--- src/rtl/rts_pkg.sv ---
package rts_pkg;
  typedef enum logic [1:0] {
    CM_IDLE,
    CM_REQ,
    CM_GAP
  } cm_state_e;

  typedef enum logic [2:0] {
    TS_IDLE,
    TS_COMMIT,
    TS_TRIAL,
    TS_NEXT,
    TS_EVAL,
    TS_FINAL
  } ts_state_e;
endpackage

--- src/rtl/rts_commit.sv ---
module rts_commit
  import rts_pkg::*;
#(
  parameter int TUNE_W      = 6,
  parameter int UPD_TIMEOUT = 64,
  parameter int COMMIT_REPS = 2
) (
  input  logic              clk,
  input  logic              rst,
  input  logic              go_i,
  input  logic [TUNE_W-1:0] val_i,
  input  logic              upd_clr_i,
  output logic              upd_req_o,
  output logic [TUNE_W-1:0] tune_o,
  output logic              done_o,
  output logic              ok_o
);
  localparam int TMO_W = $clog2(UPD_TIMEOUT + 1);
  localparam int REP_W = $clog2(COMMIT_REPS + 1);
  localparam logic [TMO_W-1:0] TMO_LAST = TMO_W'(UPD_TIMEOUT - 1);
  localparam logic [REP_W-1:0] REP_LAST = REP_W'(COMMIT_REPS - 1);

  cm_state_e        st;
  logic [TMO_W-1:0] wait_cnt;
  logic [REP_W-1:0] rep;
  logic             tmo;

  assign tmo = (wait_cnt == TMO_LAST);

  always_ff @(posedge clk) begin
    if (rst) begin
      st        <= CM_IDLE;
      upd_req_o <= 1'b0;
      tune_o    <= '0;
      wait_cnt  <= '0;
      rep       <= '0;
      done_o    <= 1'b0;
      ok_o      <= 1'b0;
    end else begin
      done_o <= 1'b0;
      ok_o   <= 1'b0;
      case (st)
        CM_IDLE: begin
          if (go_i) begin
            tune_o    <= val_i;
            upd_req_o <= 1'b1;
            wait_cnt  <= '0;
            rep       <= '0;
            st        <= CM_REQ;
          end
        end
        CM_REQ: begin
          if (upd_clr_i) begin
            upd_req_o <= 1'b0;
            if (rep == REP_LAST) begin
              done_o <= 1'b1;
              ok_o   <= 1'b1;
              st     <= CM_IDLE;
            end else begin
              rep <= rep + 1'b1;
              st  <= CM_GAP;
            end
          end else if (tmo) begin
            upd_req_o <= 1'b0;
            done_o    <= 1'b1;
            st        <= CM_IDLE;
          end else begin
            wait_cnt <= wait_cnt + 1'b1;
          end
        end
        CM_GAP: begin
          upd_req_o <= 1'b1;
          wait_cnt  <= '0;
          st        <= CM_REQ;
        end
        default: st <= CM_IDLE;
      endcase
    end
  end


  req_hold_chk: assert property (@(posedge clk) disable iff (rst)
    (st == CM_REQ && !upd_clr_i && !tmo) |=> upd_req_o);


  tmo_drop_chk: assert property (@(posedge clk) disable iff (rst)
    (st == CM_REQ && !upd_clr_i && tmo) |=> (!upd_req_o && done_o && !ok_o));


  ok_after_clear_chk: assert property (@(posedge clk) disable iff (rst)
    ok_o |-> ($past(upd_clr_i) && !upd_req_o));
endmodule

--- src/rtl/rts_window.sv ---
module rts_window #(
  parameter int TUNE_W = 6,
  parameter int LEN_W  = 6
) (
  input  logic              clk,
  input  logic              rst,
  input  logic              clear_i,
  input  logic              step_i,
  input  logic              pass_i,
  input  logic [TUNE_W-1:0] idx_i,
  output logic [LEN_W-1:0]  best_len_o,
  output logic [TUNE_W-1:0] best_end_o
);
  logic [LEN_W-1:0] cur_len;
  logic [LEN_W-1:0] cur_next;

  assign cur_next = cur_len + 1'b1;

  always_ff @(posedge clk) begin
    if (rst || clear_i) begin
      cur_len    <= '0;
      best_len_o <= '0;
      best_end_o <= '0;
    end else if (step_i) begin
      if (pass_i) begin
        cur_len <= cur_next;
        if (cur_next > best_len_o) begin
          best_len_o <= cur_next;
          best_end_o <= idx_i;
        end
      end else begin
        cur_len <= '0;
      end
    end
  end


  run_bound_chk: assert property (@(posedge clk) disable iff (rst)
    cur_len <= best_len_o);


  best_mono_chk: assert property (@(posedge clk) disable iff (rst)
    !clear_i |=> best_len_o >= $past(best_len_o));


  fail_reset_chk: assert property (@(posedge clk) disable iff (rst)
    (step_i && !pass_i && !clear_i) |=> cur_len == '0);
endmodule

--- src/rtl/rx_tune_search.sv ---
module rx_tune_search
  import rts_pkg::*;
#(
  parameter int TUNE_W      = 6,
  parameter int SWEEP_N     = 40,
  parameter int UPD_TIMEOUT = 64,
  parameter int COMMIT_REPS = 2
) (
  input  logic                         clk,
  input  logic                         rst,
  input  logic                         start_i,
  input  logic                         hs200_i,
  output logic                         upd_req_o,
  input  logic                         upd_clr_i,
  output logic [TUNE_W-1:0]            tune_val_o,
  output logic                         trial_req_o,
  input  logic                         trial_ack_i,
  input  logic                         trial_pass_i,
  output logic                         busy_o,
  output logic                         done_o,
  output logic                         err_o,
  output logic                         bypass_o,
  output logic [TUNE_W-1:0]            sel_val_o,
  output logic [$clog2(SWEEP_N+1)-1:0] best_len_o
);
  localparam int LEN_W = $clog2(SWEEP_N + 1);
  localparam logic [TUNE_W-1:0] LAST = TUNE_W'(SWEEP_N - 1);

  ts_state_e         st;
  logic [TUNE_W-1:0] idx;
  logic              c_go;
  logic [TUNE_W-1:0] c_val;
  logic              c_done;
  logic              c_ok;
  logic              w_clear;
  logic              w_step;
  logic              w_pass;
  logic [TUNE_W-1:0] best_end;
  logic [TUNE_W-1:0] fin_val;
  logic              accept;

  assign accept  = (st == TS_IDLE) && start_i && hs200_i;
  assign w_clear = accept;
  assign w_step  = ((st == TS_COMMIT) && c_done && !c_ok) ||
                   ((st == TS_TRIAL) && trial_ack_i);
  assign w_pass  = (st == TS_TRIAL) && trial_pass_i;
  assign fin_val = best_end - TUNE_W'(best_len_o >> 1);

  always_comb begin
    c_go  = 1'b0;
    c_val = '0;
    case (st)
      TS_IDLE: begin
        c_go  = accept;
        c_val = '0;
      end
      TS_NEXT: begin
        c_go  = (idx != LAST);
        c_val = idx + 1'b1;
      end
      TS_EVAL: begin
        c_go  = (best_len_o != '0);
        c_val = fin_val;
      end
      default: begin
        c_go  = 1'b0;
        c_val = '0;
      end
    endcase
  end

  rts_commit #(
    .TUNE_W     (TUNE_W),
    .UPD_TIMEOUT(UPD_TIMEOUT),
    .COMMIT_REPS(COMMIT_REPS)
  ) u_commit (
    .clk      (clk),
    .rst      (rst),
    .go_i     (c_go),
    .val_i    (c_val),
    .upd_clr_i(upd_clr_i),
    .upd_req_o(upd_req_o),
    .tune_o   (tune_val_o),
    .done_o   (c_done),
    .ok_o     (c_ok)
  );

  rts_window #(
    .TUNE_W(TUNE_W),
    .LEN_W (LEN_W)
  ) u_window (
    .clk       (clk),
    .rst       (rst),
    .clear_i   (w_clear),
    .step_i    (w_step),
    .pass_i    (w_pass),
    .idx_i     (idx),
    .best_len_o(best_len_o),
    .best_end_o(best_end)
  );

  always_ff @(posedge clk) begin
    if (rst) begin
      st          <= TS_IDLE;
      idx         <= '0;
      trial_req_o <= 1'b0;
      busy_o      <= 1'b0;
      done_o      <= 1'b0;
      err_o       <= 1'b0;
      bypass_o    <= 1'b0;
      sel_val_o   <= '0;
    end else begin
      done_o   <= 1'b0;
      bypass_o <= 1'b0;
      case (st)
        TS_IDLE: begin
          if (start_i && !hs200_i) begin
            bypass_o <= 1'b1;
          end else if (accept) begin
            busy_o    <= 1'b1;
            idx       <= '0;
            err_o     <= 1'b0;
            sel_val_o <= '0;
            st        <= TS_COMMIT;
          end
        end
        TS_COMMIT: begin
          if (c_done) begin
            if (c_ok) begin
              trial_req_o <= 1'b1;
              st          <= TS_TRIAL;
            end else begin
              st <= TS_NEXT;
            end
          end
        end
        TS_TRIAL: begin
          if (trial_ack_i) begin
            trial_req_o <= 1'b0;
            st          <= TS_NEXT;
          end
        end
        TS_NEXT: begin
          if (idx == LAST) begin
            st <= TS_EVAL;
          end else begin
            idx <= idx + 1'b1;
            st  <= TS_COMMIT;
          end
        end
        TS_EVAL: begin
          if (best_len_o == '0) begin
            err_o  <= 1'b1;
            done_o <= 1'b1;
            busy_o <= 1'b0;
            st     <= TS_IDLE;
          end else begin
            sel_val_o <= fin_val;
            st        <= TS_FINAL;
          end
        end
        TS_FINAL: begin
          if (c_done) begin
            err_o  <= !c_ok;
            done_o <= 1'b1;
            busy_o <= 1'b0;
            st     <= TS_IDLE;
          end
        end
        default: st <= TS_IDLE;
      endcase
    end
  end


  done_pulse_chk: assert property (@(posedge clk) disable iff (rst)
    done_o |=> !done_o);


  final_on_bus_chk: assert property (@(posedge clk) disable iff (rst)
    (done_o && !err_o) |-> (tune_val_o == sel_val_o));


  no_pass_err_chk: assert property (@(posedge clk) disable iff (rst)
    (done_o && best_len_o == '0) |-> err_o);


  bypass_idle_chk: assert property (@(posedge clk) disable iff (rst)
    bypass_o |-> (!busy_o && !trial_req_o && !upd_req_o));


  trial_excl_chk: assert property (@(posedge clk) disable iff (rst)
    trial_req_o |-> (busy_o && !upd_req_o));


  result_hold_chk: assert property (@(posedge clk) disable iff (rst)
    (!busy_o && !$past(busy_o)) |-> $stable(sel_val_o));
endmodule

--- config.mk ---
export PLATFORM = sky130hd
export DESIGN_NAME = rx_tune_search
export DESIGN_NICKNAME = d
export VERILOG_FILES = /design/src/rtl/rts_pkg.sv /design/src/rtl/rts_commit.sv /design/src/rtl/rts_window.sv /design/src/rtl/rx_tune_search.sv
export SDC_FILE = /design/constraint.sdc
export NUM_CORES = 1
export LEC_CHECK = 0
export CORE_MARGIN = 2
export CORE_UTILIZATION = 57
export CTS_BUF_LIST = sky130_fd_sc_hd__clkbuf_8 sky130_fd_sc_hd__clkbuf_16
export DETAILED_ROUTE_END_ITERATION = 10
export PLACE_DENSITY = 0.8
export SLEW_MARGIN = 20
export SYNTH_ARGS = -nofsm -noshare
export SYNTH_HDL_FRONTEND = slang
export SYNTH_SLANG_ARGS = --single-unit
--- constraint.sdc ---
create_clock -name clk -period 2.95 [get_ports clk]
set_input_delay 0.885 -clock clk [delete_from_list [all_inputs] [get_ports clk]]
set_output_delay 0.885 -clock clk [all_outputs]
set_load 0.01 [all_outputs]
==> impl_results.md <==
- WHS Endpoint: u_commit.tune_o[4]$_SDFFE_PP0P_
- FMAX: 368 MHz
- # DRC: 0
- Clk buf depth: 2
- Leak: 1.32 nW
- Clk sink count: 58
- Max-slew violations: 0
- Fin cells: 458
- Final Hold Viols: 0
- Status: complete, no violations
- Pin count of the biggest net entering global routing: 31
- First-pass GRT wire length: 10900 um
- FP Rows: 26
- WS Path Type: reg2reg
- Fraction of layout cells with a size suffix above 1: 7.99%
- Max cap viols: 0
- Post-synth EDFFs: 0
- WL per Instance: 14.5 um
- Area after DPL: 3390 um^2
- Syn nets: 375
- Crit share post-route: 92.1%
- Antenna violations before repair: 0
- Fin nets: 408
- # diodes: 0
- Most frequent cells in the layout: 64 x nor2_1, 58 x dfxtp_1, 30 x clkdlybuf4s50_1, 22 x mux2i_1, 20 x nand2_1
- R2r endpoint: u_window.best_end_o[5]$_SDFFE_PP0P_
- Number of top-level pins: 31
- Final Skew: 9.30 ps
- Vias per cell: 5.60
- Syn_area_per_cell: 8.61 um^2
- Die area: 5910 um^2
- Setup crit end kind: flop
- PostCTS Resize Cnt: 0
- Power per cell area: 465 nW/um^2
- I/O Buffers: 30
- Die X: 76.9 um
- Crit path DAT: 2920 ps
- YS warnings: 0
- Hold_sp: u_commit.tune_o[4]$_SDFFE_PP0P_
- Hpwl dp: 4630 um
- Inst Count DP: 444
- #FFs+latches synth: 58
- Vias in the first global route: 2365
- Post-synth top flop: dfxtp_1
- ANT nets after route: 0
- Hold-fix buffers, CTS: 0
- CTS H-tree lvls: 3
- Register area share after synthesis: 38.3%
- Worst R2R Start: u_window.cur_len[0]$_SDFFE_PP0P_
- Commonest non-fill, non-tap cell in the layout: nor2_1
- Syn Inst Count: 352
- CTS tree: yes
- Slew @ Worst Pin: 613 ps
- Worst EP required: 3160 ps
- Total core area: 5110 um^2
- DP Worst Slack: 194 ps
- Root buffer selected by CTS: clkbuf_8
- Layout fillers: 405
- Hold Crit Class: reg2reg
- Drt initial violations: 193
- Startpoint types: flop
- Mapped Area: 3030 um^2
- Worst setup margin: 233 ps
- Setup violations, final: 0
- Netlist cell types: 54
- Relative slew slack: 59.0%
- Drt total wl: 6620 um
- Unrepaired setup endpoints after global routing: false
- Worst skew pair latency: 340 ps
- Initial Util: 59.3%
- Fin crit period: 2720 ps
- Hold-critical path depth: 2
- Total global routing overflow: 0
- Die Span Y: 76.9 um
- Worst-path fanout max: 13
- Post-CTS Setup Bufs: 0
- Num CTS Buffers: 9
- GRT Total Usage: 23.3%
- Post-synthesis async set-or-reset flop share: 0%
- Global placer's final weighted congestion: 0.838
- Reg2Reg Depth: 10
- 1st-pass router iterations: 4
- Setup TNS: 0 ps
- VDD IR max: 0.000384 V
- Hold_ws: 466 ps
- Syn-to-layout area delta: 18.3%
- Reg2Reg Setup Slack: 230 ps
- DR vias: 2565
- Final Instance Area: 3580 um^2
- Clock-pin slew on the worst setup and hold paths: 70 ps
==> flip-flops by register name (all words and copies together) (netlist names), 2 cells and up <==
signal / count
sel_val_o: 6
u_commit.rep: 2
u_commit.st: 2
u_commit.wait_cnt: 7
idx: 6
st: 3
u_commit.tune_o: 6
u_window.best_end_o: 6
u_window.cur_len: 6
u_window.best_len_o: 6
==> layout make-up <==
cell class                 instances  area (um^2)  share of cell area, %
timing repair buffer              36          345                   9.64
clock buffer                      11          151                   4.22
multi-input combinational        264         1740                   48.5
clock inverter                     3         40.0                   1.12
inverter                          16         60.1                   1.68
tap                               70         87.6                   2.44
sequential                        58         1160                   32.4
==> kinds of logic after synthesis <==
group,Yosys count,synth area share (%)
and+or+nand+nor,148,23.9
AOI/OAI and AO/OA,69,16.7
adders and majority gates,16,6.86
buffers and inverters,30,4.30
muxes,23,7.64
DFF,58,38.3
xor gates and xnor gates,8,2.31
==> cells in the mapped netlist (4+ instances only) <==
cell	n	share of area, %
nor2_1	64	7.9
xor2_1	5	1.4
nor2b_1	4	0.83
nand2b_1	6	1.2
o21ai_0	9	1.5
and3_1	4	0.83
nand3_1	12	2.0
nand2_1	20	2.5
a22oi_1	4	0.99
nor3_1	15	2.5
a21o_1	7	1.7
o21a_1	7	1.7
mux2i_1	22	7.3
dfxtp_1	58	38
a21oi_1	15	2.5
a31oi_1	4	0.83
a211oi_1	6	1.5
inv_1	16	2.0
ha_1	15	6.2
clkbuf_1	9	1.1
==> where the power goes <==
| part | internal, W | total (W) | switching (W) |
|---|---|---|---|
| clock network | 0.000424 | 0.000737 | 0.000314 |
| registers | 0.000796 | 0.000812 | 0.0000155 |
| logic | 0.0000533 | 0.000117 | 0.0000634 |
| total | 0.00127 | 0.00167 | 0.000393 |
==> through the flow <==
stage	total power (W)	util (%)
detailed placement	0.000944	66.4
global route	0.00171	70.2
global placement	0.000944	66.4
finish	0.00167	70.2
CTS	0.00167	70.2
floorplan	0.000899	-
==> worst max-delay path by stage <==
stage | slack, ps | from | endpoint | cells past startpoint
floorplan | 500 | u_window.cur_len[0]$_SDFFE_PP0P_ | u_window.best_end_o[2]$_SDFFE_PP0P_ | 10
global placement | 240 | trial_ack_i | u_window.best_end_o[1]$_SDFFE_PP0P_ | 8
detailed placement | 190 | trial_ack_i | u_window.best_end_o[5]$_SDFFE_PP0P_ | 8
CTS | 250 | u_window.cur_len[0]$_SDFFE_PP0P_ | u_window.best_end_o[5]$_SDFFE_PP0P_ | 10
global route | 0.1 | u_window.cur_len[0]$_SDFFE_PP0P_ | u_window.best_len_o[5]$_SDFFE_PP0P_ | 10
finish | 230 | u_window.cur_len[0]$_SDFFE_PP0P_ | u_window.best_end_o[5]$_SDFFE_PP0P_ | 10
==> routing by layer <==
layer / track usage, % / part of all wire (%) / up-vias
li1: - / - / 1302
met1: 32.0 / 50 / 1194
met2: 35.0 / 44 / 56
met3: 4.94 / 4.3 / 13
met4: 10.7 / 1.9 / 0
met5: 0 / 0 / -
==> worst max-delay path: stages (launching register included) <==
cell	delay, ps
dfxtp_1	430
ha_1	280
nand3_1	110
xnor2_1	260
ha_1	300
and4_1	240
a221oi_1	420
a311oi_4	70
buf_4	220
mux2i_1	170
nor2_1	50
Power figures use the tool's default switching activity.
